<file path="src/rtl/flash_isu_pkg.sv">
package flash_isu_pkg;
    localparam int DATA_W     = 16;
    localparam int ADDR_W     = 3;
    localparam int NUM_REGS   = 5;

    localparam int IDX_INT    = 0;
    localparam int IDX_STAT   = 1;
    localparam int IDX_CFG1   = 2;
    localparam int IDX_CFG2   = 3;
    localparam int IDX_CMD    = 4;

    localparam int MASTER_BIT = 15;
    localparam int DONE_BASE  = 4;
    localparam int N_DONE     = 4;
    localparam int ERR_BASE   = 10;
    localparam int N_ERR      = 4;
    localparam int POL_BIT    = 6;
    localparam int RDY_BIT    = 7;
    localparam int CFG1_HIDE  = 5;

    localparam logic [DATA_W-1:0] INT_COLD  = 16'h8080;
    localparam logic [DATA_W-1:0] INT_WARM  = 16'h8010;
    localparam logic [DATA_W-1:0] CFG1_INIT = 16'h40C0;
    localparam logic [DATA_W-1:0] ERR_FIELD =
        DATA_W'(((1 << N_ERR) - 1) << ERR_BASE);
    localparam logic [DATA_W-1:0] CFG1_RMASK =
        ~DATA_W'((1 << CFG1_HIDE) - 1);

    typedef enum logic [1:0] {
        RK_NONE = 2'd0,
        RK_WARM = 2'd1,
        RK_COLD = 2'd2
    } rst_kind_e;

    typedef enum logic {
        GATE_OPEN = 1'b0,
        GATE_SHUT = 1'b1
    } gate_state_e;
endpackage

</file>
<file path="src/rtl/isu_host_decode.sv">
module isu_host_decode
    import flash_isu_pkg::*;
#(
    parameter int AW = ADDR_W,
    parameter int NR = NUM_REGS
) (
    input  logic          host_wr,
    input  logic [AW-1:0] host_addr,
    output logic [NR-1:0] wr_sel
);
    for (genvar i = 0; i < NR; i++) begin : g_sel
        assign wr_sel[i] = host_wr && (host_addr == AW'(i));
    end
endmodule

</file>
<file path="src/rtl/isu_status_regs.sv">
module isu_status_regs
    import flash_isu_pkg::*;
#(
    parameter int DW = DATA_W,
    parameter int ND = N_DONE,
    parameter int NE = N_ERR
) (
    input  logic          clk,
    input  logic          rst_n,
    input  logic          rst_cold,
    input  logic          rst_warm,
    input  logic          wr_int,
    input  logic [DW-1:0] wdata,
    input  logic [ND-1:0] ev_done,
    input  logic [NE-1:0] ev_err,
    output logic [DW-1:0] int_q,
    output logic [DW-1:0] stat_q,
    output logic          master_nxt
);
    rst_kind_e     rk;
    logic [DW-1:0] int_and;
    logic [DW-1:0] done_mask;
    logic [DW-1:0] err_mask;
    logic [DW-1:0] int_d;
    logic [DW-1:0] stat_d;
    logic          clr_err;

    always_comb begin
        if (rst_cold)      rk = RK_COLD;
        else if (rst_warm) rk = RK_WARM;
        else               rk = RK_NONE;
    end

    always_comb begin
        done_mask = '0;
        for (int i = 0; i < ND; i++) begin
            done_mask[DONE_BASE + i] = ev_done[i];
        end
        if (|ev_done) done_mask[MASTER_BIT] = 1'b1;
        err_mask = '0;
        for (int j = 0; j < NE; j++) begin
            err_mask[ERR_BASE + j] = ev_err[j];
        end
    end

    always_comb begin
        int_and = wr_int ? (int_q & wdata) : int_q;
        clr_err = wr_int && !int_and[MASTER_BIT];
        unique case (rk)
            RK_COLD: begin
                int_d  = INT_COLD;
                stat_d = '0;
            end
            RK_WARM: begin
                int_d  = INT_WARM;
                stat_d = '0;
            end
            default: begin
                int_d  = int_and | done_mask;
                stat_d = (clr_err ? (stat_q & ~ERR_FIELD) : stat_q) | err_mask;
            end
        endcase
        master_nxt = int_d[MASTER_BIT];
    end

    always_ff @(posedge clk or negedge rst_n) begin
        if (!rst_n) begin
            int_q  <= INT_COLD;
            stat_q <= '0;
        end else begin
            int_q  <= int_d;
            stat_q <= stat_d;
        end
    end

    assert_done_sets_master_R3: assert property (@(posedge clk) disable iff (!rst_n)
        ((|ev_done) && !rst_cold && !rst_warm) |=> int_q[MASTER_BIT]);

    assert_err_sets_flag_R4: assert property (@(posedge clk) disable iff (!rst_n)
        (ev_err[0] && !rst_cold && !rst_warm) |=> stat_q[ERR_BASE]);

    assert_clear_errors_R6: assert property (@(posedge clk) disable iff (!rst_n)
        (wr_int && !wdata[MASTER_BIT] && (ev_err == '0) && !rst_cold && !rst_warm)
        |=> ((stat_q & ERR_FIELD) == '0));

    assert_warm_value_R2: assert property (@(posedge clk) disable iff (!rst_n)
        (rst_warm && !rst_cold) |=> (int_q == INT_WARM));
endmodule

</file>
<file path="src/rtl/isu_config_regs.sv">
module isu_config_regs
    import flash_isu_pkg::*;
#(
    parameter int DW = DATA_W
) (
    input  logic          clk,
    input  logic          rst_n,
    input  logic          rst_any,
    input  logic          wr_cfg1,
    input  logic          wr_cfg2,
    input  logic          cmd_load,
    input  logic [DW-1:0] wdata,
    output logic [DW-1:0] cfg1_q,
    output logic [DW-1:0] cfg2_q,
    output logic [DW-1:0] cmd_q,
    output logic          rdy_q
);
    logic [DW-1:0] cfg1_d, cfg2_d, cmd_d;
    logic          rdy_d;

    always_comb begin
        cfg1_d = cfg1_q;
        cfg2_d = cfg2_q;
        cmd_d  = cmd_q;
        rdy_d  = rdy_q;
        if (rst_any) begin
            cfg1_d = CFG1_INIT;
            cfg2_d = '0;
            cmd_d  = '0;
            rdy_d  = 1'b1;
        end else begin
            if (wr_cfg1) begin
                cfg1_d = wdata;
                rdy_d  = wdata[RDY_BIT];
            end
            if (wr_cfg2)  cfg2_d = wdata;
            if (cmd_load) cmd_d  = wdata;
        end
    end

    always_ff @(posedge clk or negedge rst_n) begin
        if (!rst_n) begin
            cfg1_q <= CFG1_INIT;
            cfg2_q <= '0;
            cmd_q  <= '0;
            rdy_q  <= 1'b1;
        end else begin
            cfg1_q <= cfg1_d;
            cfg2_q <= cfg2_d;
            cmd_q  <= cmd_d;
            rdy_q  <= rdy_d;
        end
    end

    assert_rdy_follows_R10: assert property (@(posedge clk) disable iff (!rst_n)
        (wr_cfg1 && !rst_any) |=> (rdy_q == $past(wdata[RDY_BIT])));

    assert_rdy_reset_R1: assert property (@(posedge clk) disable iff (!rst_n)
        rst_any |=> rdy_q);
endmodule

</file>
<file path="src/rtl/isu_pin_drive.sv">
module isu_pin_drive
    import flash_isu_pkg::*;
(
    input  logic clk,
    input  logic rst_n,
    input  logic master_q,
    input  logic master_nxt,
    input  logic pol_bit,
    input  logic wr_cmd,
    input  logic rst_any,
    output logic cmd_accept,
    output logic irq_o
);
    gate_state_e state_q, state_d;

    always_comb begin
        state_d = state_q;
        unique case (state_q)
            GATE_OPEN: if (master_nxt)  state_d = GATE_SHUT;
            GATE_SHUT: if (!master_nxt) state_d = GATE_OPEN;
            default:                    state_d = GATE_SHUT;
        endcase
    end

    always_ff @(posedge clk or negedge rst_n) begin
        if (!rst_n) state_q <= GATE_SHUT;
        else        state_q <= state_d;
    end

    always_comb begin
        cmd_accept = (state_q == GATE_OPEN) && wr_cmd && !rst_any;
    end

    always_ff @(posedge clk or negedge rst_n) begin
        if (!rst_n) irq_o <= 1'b1;
        else        irq_o <= master_q ^ ~pol_bit;
    end

    assert_gate_tracks_master_R8: assert property (@(posedge clk) disable iff (!rst_n)
        ((state_q == GATE_SHUT) == master_q));
endmodule

</file>
<file path="src/rtl/flash_irq_status_unit.sv">
module flash_irq_status_unit
    import flash_isu_pkg::*;
#(
    parameter int DW = DATA_W,
    parameter int AW = ADDR_W
) (
    input  logic              clk,
    input  logic              rst_n,
    input  logic              cold_rst,
    input  logic              warm_rst,
    input  logic              host_wr,
    input  logic [AW-1:0]     host_addr,
    input  logic [DW-1:0]     host_wdata,
    input  logic [AW-1:0]     rd_addr,
    input  logic [N_DONE-1:0] ev_done,
    input  logic [N_ERR-1:0]  ev_err,
    output logic [DW-1:0]     rd_data,
    output logic              irq_o,
    output logic              rdy_o,
    output logic              cmd_accept
);
    logic [NUM_REGS-1:0] wr_sel;
    logic [DW-1:0]       int_q, stat_q, cfg1_q, cfg2_q, cmd_q;
    logic                master_nxt;
    logic                rst_any;

    assign rst_any = cold_rst || warm_rst;

    isu_host_decode #(.AW(AW), .NR(NUM_REGS)) u_dec (
        .host_wr   (host_wr),
        .host_addr (host_addr),
        .wr_sel    (wr_sel)
    );

    isu_status_regs #(.DW(DW), .ND(N_DONE), .NE(N_ERR)) u_stat (
        .clk        (clk),
        .rst_n      (rst_n),
        .rst_cold   (cold_rst),
        .rst_warm   (warm_rst),
        .wr_int     (wr_sel[IDX_INT]),
        .wdata      (host_wdata),
        .ev_done    (ev_done),
        .ev_err     (ev_err),
        .int_q      (int_q),
        .stat_q     (stat_q),
        .master_nxt (master_nxt)
    );

    isu_config_regs #(.DW(DW)) u_cfg (
        .clk      (clk),
        .rst_n    (rst_n),
        .rst_any  (rst_any),
        .wr_cfg1  (wr_sel[IDX_CFG1]),
        .wr_cfg2  (wr_sel[IDX_CFG2]),
        .cmd_load (cmd_accept),
        .wdata    (host_wdata),
        .cfg1_q   (cfg1_q),
        .cfg2_q   (cfg2_q),
        .cmd_q    (cmd_q),
        .rdy_q    (rdy_o)
    );

    isu_pin_drive u_pin (
        .clk        (clk),
        .rst_n      (rst_n),
        .master_q   (int_q[MASTER_BIT]),
        .master_nxt (master_nxt),
        .pol_bit    (cfg1_q[POL_BIT]),
        .wr_cmd     (wr_sel[IDX_CMD]),
        .rst_any    (rst_any),
        .cmd_accept (cmd_accept),
        .irq_o      (irq_o)
    );

    always_comb begin
        case (rd_addr)
            AW'(IDX_INT):  rd_data = int_q;
            AW'(IDX_STAT): rd_data = stat_q;
            AW'(IDX_CFG1): rd_data = cfg1_q & CFG1_RMASK;
            AW'(IDX_CFG2): rd_data = cfg2_q;
            AW'(IDX_CMD):  rd_data = cmd_q;
            default:       rd_data = '0;
        endcase
    end

    assert_cmd_gate_R8: assert property (@(posedge clk) disable iff (!rst_n)
        cmd_accept |-> !int_q[MASTER_BIT]);

    assert_stat_readonly_R11: assert property (@(posedge clk) disable iff (!rst_n)
        (wr_sel[IDX_STAT] && (ev_err == '0) && !rst_any && !wr_sel[IDX_INT])
        |=> (stat_q == $past(stat_q)));
endmodule

</file>
<file path="config.mk">
export PLATFORM = sky130hd
export DESIGN_NAME = flash_irq_status_unit
export DESIGN_NICKNAME = d
export VERILOG_FILES = /design/src/rtl/flash_isu_pkg.sv /design/src/rtl/isu_host_decode.sv /design/src/rtl/isu_status_regs.sv /design/src/rtl/isu_config_regs.sv /design/src/rtl/isu_pin_drive.sv /design/src/rtl/flash_irq_status_unit.sv
export SDC_FILE = /design/constraint.sdc
export NUM_CORES = 1
export LEC_CHECK = 0
export ABC_AREA = 1
export BUFFER_PORTS_ARGS = -buffer_cell sky130_fd_sc_hd__buf_2
export CAP_MARGIN = 20
export CORE_MARGIN = 2
export CORE_UTILIZATION = 60
export DETAILED_ROUTE_END_ITERATION = 8
export GPL_TIMING_DRIVEN = 0
export PLACE_DENSITY_LB_ADDON = 0.1
export SKIP_LAST_GASP = 1
export SYNTH_ARGS = -nofsm -noshare
export SYNTH_HDL_FRONTEND = slang
export SYNTH_SLANG_ARGS = --single-unit
</file>
<file path="constraint.sdc">
create_clock -name clk -period 3.3 [get_ports clk]
set_input_delay 0.495 -clock clk [delete_from_list [all_inputs] [get_ports clk]]
set_output_delay 0.495 -clock clk [all_outputs]
set_load 0.005 [all_outputs]
</file>
# Word level (Yosys, flattened, before mapping)
# Cells that the tools add are included.
totals:
  ff_bits: 83
  latch_bits: 0
  ram_bits: 0
  romBits: 0
  out_inout_bits: 19
  memories: 0
classes:
  addsub: 0
  n_mul: 0
  div_mod_pow: 0
  magnitude_cmp: 0
  eq_ne: 9
  shift: 0
  muxes: 17
  n_bitwise: 6
  n_reduce_logical: 17
op_table:
  columns: ["op", "n"]
  rows:
  - ["$mux 16", 8]
  - ["$pmux 16 s5", 1]
  - ["$pmux 16 s2", 1]
  - ["$and 16x16->16", 1]
  - ["$or 16x14->16", 1]
  - ["$or 16x16->16", 1]
  - ["$mux 14", 1]
  - ["$eq 3x2->1 const B", 4]
  - ["$logic_and 1x1->1", 7]
  - ["$eq 3x3->1 const B", 2]
  - ["$logic_not 3->1", 2]
  - ["$reduce_bool 2->1", 3]
  - ["$mux 1", 5]
  - ["$reduce_or 4->1", 1]
  - ["$eq 3x1->1 const B", 1]
  - ["$eq 2x1->1 const B", 1]
  - ["$eq 2x2->1 const B", 1]
  - ["$logic_not 1->1", 2]
  - ["$mux 2", 1]
  - ["$not 1->1", 2]
  - ["$reduce_or 2->1", 1]
  - ["$logic_or 1x1->1", 1]
  - ["$xor 1x1->1", 1]

# Depth between registers and ports, before layout
depth:
  depth_word: 8
  ltp_mapped: 8
  ltp_nobuf: 8

# By module
# A second synthesis with hierarchy kept.
unflattened:
  hier_cells: 499
  hier_area_um2: 3738.6
by_module_without_submodules:
  columns: ["mod", "instances", "cells_per_inst", "area_per_inst_um2", "seq_area_each_um2"]
  rows:
  - ["isu_config_regs", 1, 212, 1929.4, 1204.9]
  - ["isu_status_regs", 1, 94, 878.3, 503.0]
  - ["flash_irq_status_unit", 1, 169, 790.8, 0.0]
  - ["isu_pin_drive", 1, 10, 85.1, 52.6]
  - ["isu_host_decode", 1, 14, 55.1, 0.0]

# Worst setup path before layout
# No wires, ideal clock.
synth_path:
  path_kind: "in2out"
  from: "input port rd_addr[2]"
  to: "output port rd_data[14]"
  t_arrival_ps: 1300
  t_required_ps: 2805
  slack_ps: 1505
  path_stages: 5
  n_path_buf: 2
  cell_sequence: "buf_2 inv_1 nand3_1 buf_2 o2111ai_1"
synth_between:
  elab_chain_len: 2
synth_lines:
  columns: ["element", "line_no", "text"]
  rows:
  - ["start, declared", "flash_irq_status_unit.sv:14", "input logic [AW-1:0] rd_addr,"]
  - ["$eq 3x3->1, or another cell as far along", "flash_irq_status_unit.sv:76", "case (rd_addr)"]
  - ["$pmux 16 s5 (*)", "flash_irq_status_unit.sv:76", null]
  - ["end, declared", "flash_irq_status_unit.sv:17", "output logic [DW-1:0] rd_data,"]
# Mark *: on every way between the ends. The rest lies on a longest branch, timed or not.

# Worst setup path after layout
layout_path:
  from: "input port rd_addr[2]"
  to: "output port rd_data[15]"
# Same word-level chain as after synthesis.

==> results.toml <==
[power]
switching_power_mw = 0.436
switching_share_pct = 27.6
seqPwrFrac_pct = 51.8
comb_power_share_pct = 10.3
power.density_mw_per_mm2 = 435
power_leakage_nw = 1.92
internal-power_mw = 1.14
p_clk_share_pct = 38.0
ir_worst_vdd_uv = 306

[cells_and_area]
drive_above_1_share_pct = 21.7
stdcell_area_sq_mm = 0.00363
layoutNonFillerInstCount = 517
seqCellArea_sq_mm = 0.00161
diodes = 0
syn_to_final_growth_pct = 16.7
final_cell_mix = "nand2_1 (106), buf_2 (62), dfrtp_1 (58)"
fillers = 442
multi_input_comb_area_sq_mm = 0.00120
layout_commonest_cell = "nand2_1"
final_nets = 477

[floorplan]
die_w_microns = 76.0
ios = 54
initial_core_util_pct = 61.7
die-area_sq_mm = 0.00577
core_area_sq_mm = 0.00504
num_rows = 26
die_h_microns = 76.0

[drt]
drc = 0
firstDrtPassIters = 5
ant_nets = 0
detail_route.iter0.violations = 245
wl_microns = 8430
vias = 2940
routed_via_density = 5.69
detail_route.wl_per_cell_microns = 16.3

[logic_synthesis]
seq_area_frac_synth_pct = 51.8
postSynthCellCount = 380
syn_area_per_cell_sq_um = 8.18
yosysUniqueCellTypes = 23
syn-num-nets = 415
synth_area_leaders = "dfrtp_1 (47%), nand2_1 (13%), nand3_1 (7.7%)"
synth_top_area_share_pct = 46.7
yosys.area.top_type = "dfrtp_1"
yosys_warnings = 0
synth.ff_latch_count = 64
syn-cell-area_sq_mm = 0.00311

[place]
dp.cells = 501
post_dp_cell_area_sq_mm = 0.00345
place_hpwl_microns = 5620
io_buffer_count = 51
gp_congestion = 0.870

[critical_path]
r2r_end = "u_cfg.cmd_q[6]"
reg2reg_depth = 6
worstPathArrival_ns = 1.79
timing.rr.start = "u_stat.int_q[15]"
crit_path_max_fanout = 10
cp.required_ns = 2.80
reg2reg_setup_slack_ns = 1.87
critical_path_class = "in -> out"
cp-end-kind = "output port"
worstSetupStartpointType = "input pin"

[timing]
setup_viol = 0
tightest_slew_ns = 0.798
rsz0062_at_grt = "false"
drv_slew = 0
finClkSkew_ns = 0.00837
fmax_mhz = 438
period_minus_slack_ns = 2.28
fin_tns_setup_ns = 0
slew_headroom_pct = 46.8
fin_crit_sh_pct = 69.2
hold_viol = 0

[global_routing]
grt_use_total_pct = 31.4
grt_max_degree = 65
first_global_vias = 2888
gr-total-overflow = 0
grt_pass1_wl_microns = 14200
grt_antenna_before_repair = 0

[clock_network]
cts_buffers = 9
clk_pin_slew_worst_paths_ns = 0.07
max-clock-path-buffers = 2
insertion_delay_ns = 0.34
htreeDepth = 3
clock-sinks = 64
cts_hold_buf = 0
cts_setup_buffers = 0
cts_tree = "yes"
root_buffer = "clkbuf_8"
ctsResizeCount = 0

[run_status]
run_status = "finished, final reports clean"

[run]
cap_violations = 0

[worst_hold_path]
worstHoldPathType = "in -> async"
routing by layer:
metal	GRT usage (%)	share of wire, %	wire length [microns]	vias up
met5	0	0	0	-
met3	5.81	8.7	733	20
met4	13.8	2.7	230	0
li1	-	-	-	1362
met1	45.3	43	3590	1402
met2	47.1	46	3870	156
cells by family (layout without fill, tap and decap cells):
family / Yosys count / in the layout / share of synthesized area [%]
AOI/OAI and AO/OA: 60 / 60 / 12.2
and+or+nand+nor: 182 / 182 / 26.0
xor gates and xnor gates: 1 / 1 / 0.282
buffers and inverters: 73 / 140 / 9.78
DFF: 64 / 64 / 51.8
worst max-delay path, stage by stage:
cell and delay, ns:
buf_2 0.17, inv_1 0.17, nand3_1 0.24, buf_2 0.29, o2111ai_1 0.25, buf_2 0.16
cell usage after synthesis:
| library cell | count |
|---|---|
| nand2_1 | 106 |
| dfrtp_1 | 58 |
| inv_1 | 53 |
| nand3_1 | 48 |
| o21ai_0 | 29 |
| o211ai_1 | 16 |
| buf_2 | 12 |
| nor2_1 | 10 |
| nand4_1 | 8 |
| a21oi_1 | 7 |
| o2111ai_1 | 7 |
| dfstp_2 | 6 |
| clkbuf_1 | 5 |
| nor2_2 | 4 |
| buf_6 | 2 |
| nor2_4 | 2 |
| a21oi_4 | 1 |
| inv_2 | 1 |
| nand2_2 | 1 |
| nand3b_1 | 1 |
| nor3_4 | 1 |
| nor4_1 | 1 |
| xnor2_1 | 1 |
stage by stage:
step | util [%] | power (mW) | setup WS, ns | hold slack, ns
after floorplan | - | 0.906 | 1.51 | 0.199
after detailed placement | 68.5 | 0.991 | 1.05 | 0.456
final | 71.9 | 1.58 | 1.02 | 0.234
after CTS | 71.9 | 1.58 | 1.05 | 0.270
after global routing | 71.9 | 1.63 | 0.936 | 0.308
after global placement | 68.5 | 0.988 | 1.05 | 0.452
registers in the layout (all words and copies together), names as in the netlist:
signal and cells:
u_stat.int_q 16, u_stat.stat_q 4, u_pin.irq_o 1, u_cfg.cmd_q 16
u_cfg.rdy_q 1, u_cfg.cfg2_q 16, u_cfg.cfg1_q 10
power groups by stage:
stage | logic (mW) | clock network (mW) | registers, mW
floorplan | 0.0763 | 0 | 0.829
global placement | 0.157 | 0 | 0.831
detailed placement | 0.160 | 0 | 0.832
CTS | 0.160 | 0.601 | 0.817
global route | 0.179 | 0.633 | 0.819
finish | 0.162 | 0.599 | 0.817
layout make-up:
type / count / area share (%)
sequential: 64 / 44.4
multi-input combinational: 243 / 33.0
timing repair buffer: 51 / 7.11
inverter: 54 / 5.59
clock buffer: 10 / 3.79
buffer: 19 / 2.79
tap: 70 / 2.41
clock inverter: 6 / 0.966
worst max-delay path by stage:
stage	from	endpoint	slack (ns)	cells past startpoint
after CTS	rd_addr[2]	rd_data[7]	1.05	6
after global routing	rd_addr[2]	rd_data[15]	0.94	6
final	rd_addr[2]	rd_data[15]	1.02	6
after floorplan	rd_addr[2]	rd_data[14]	1.51	5
after detailed placement	rd_addr[2]	rd_data[15]	1.05	6
after global placement	rd_addr[2]	rd_data[9]	1.05	6
No activity file was read; power rests on OpenSTA's default activity.
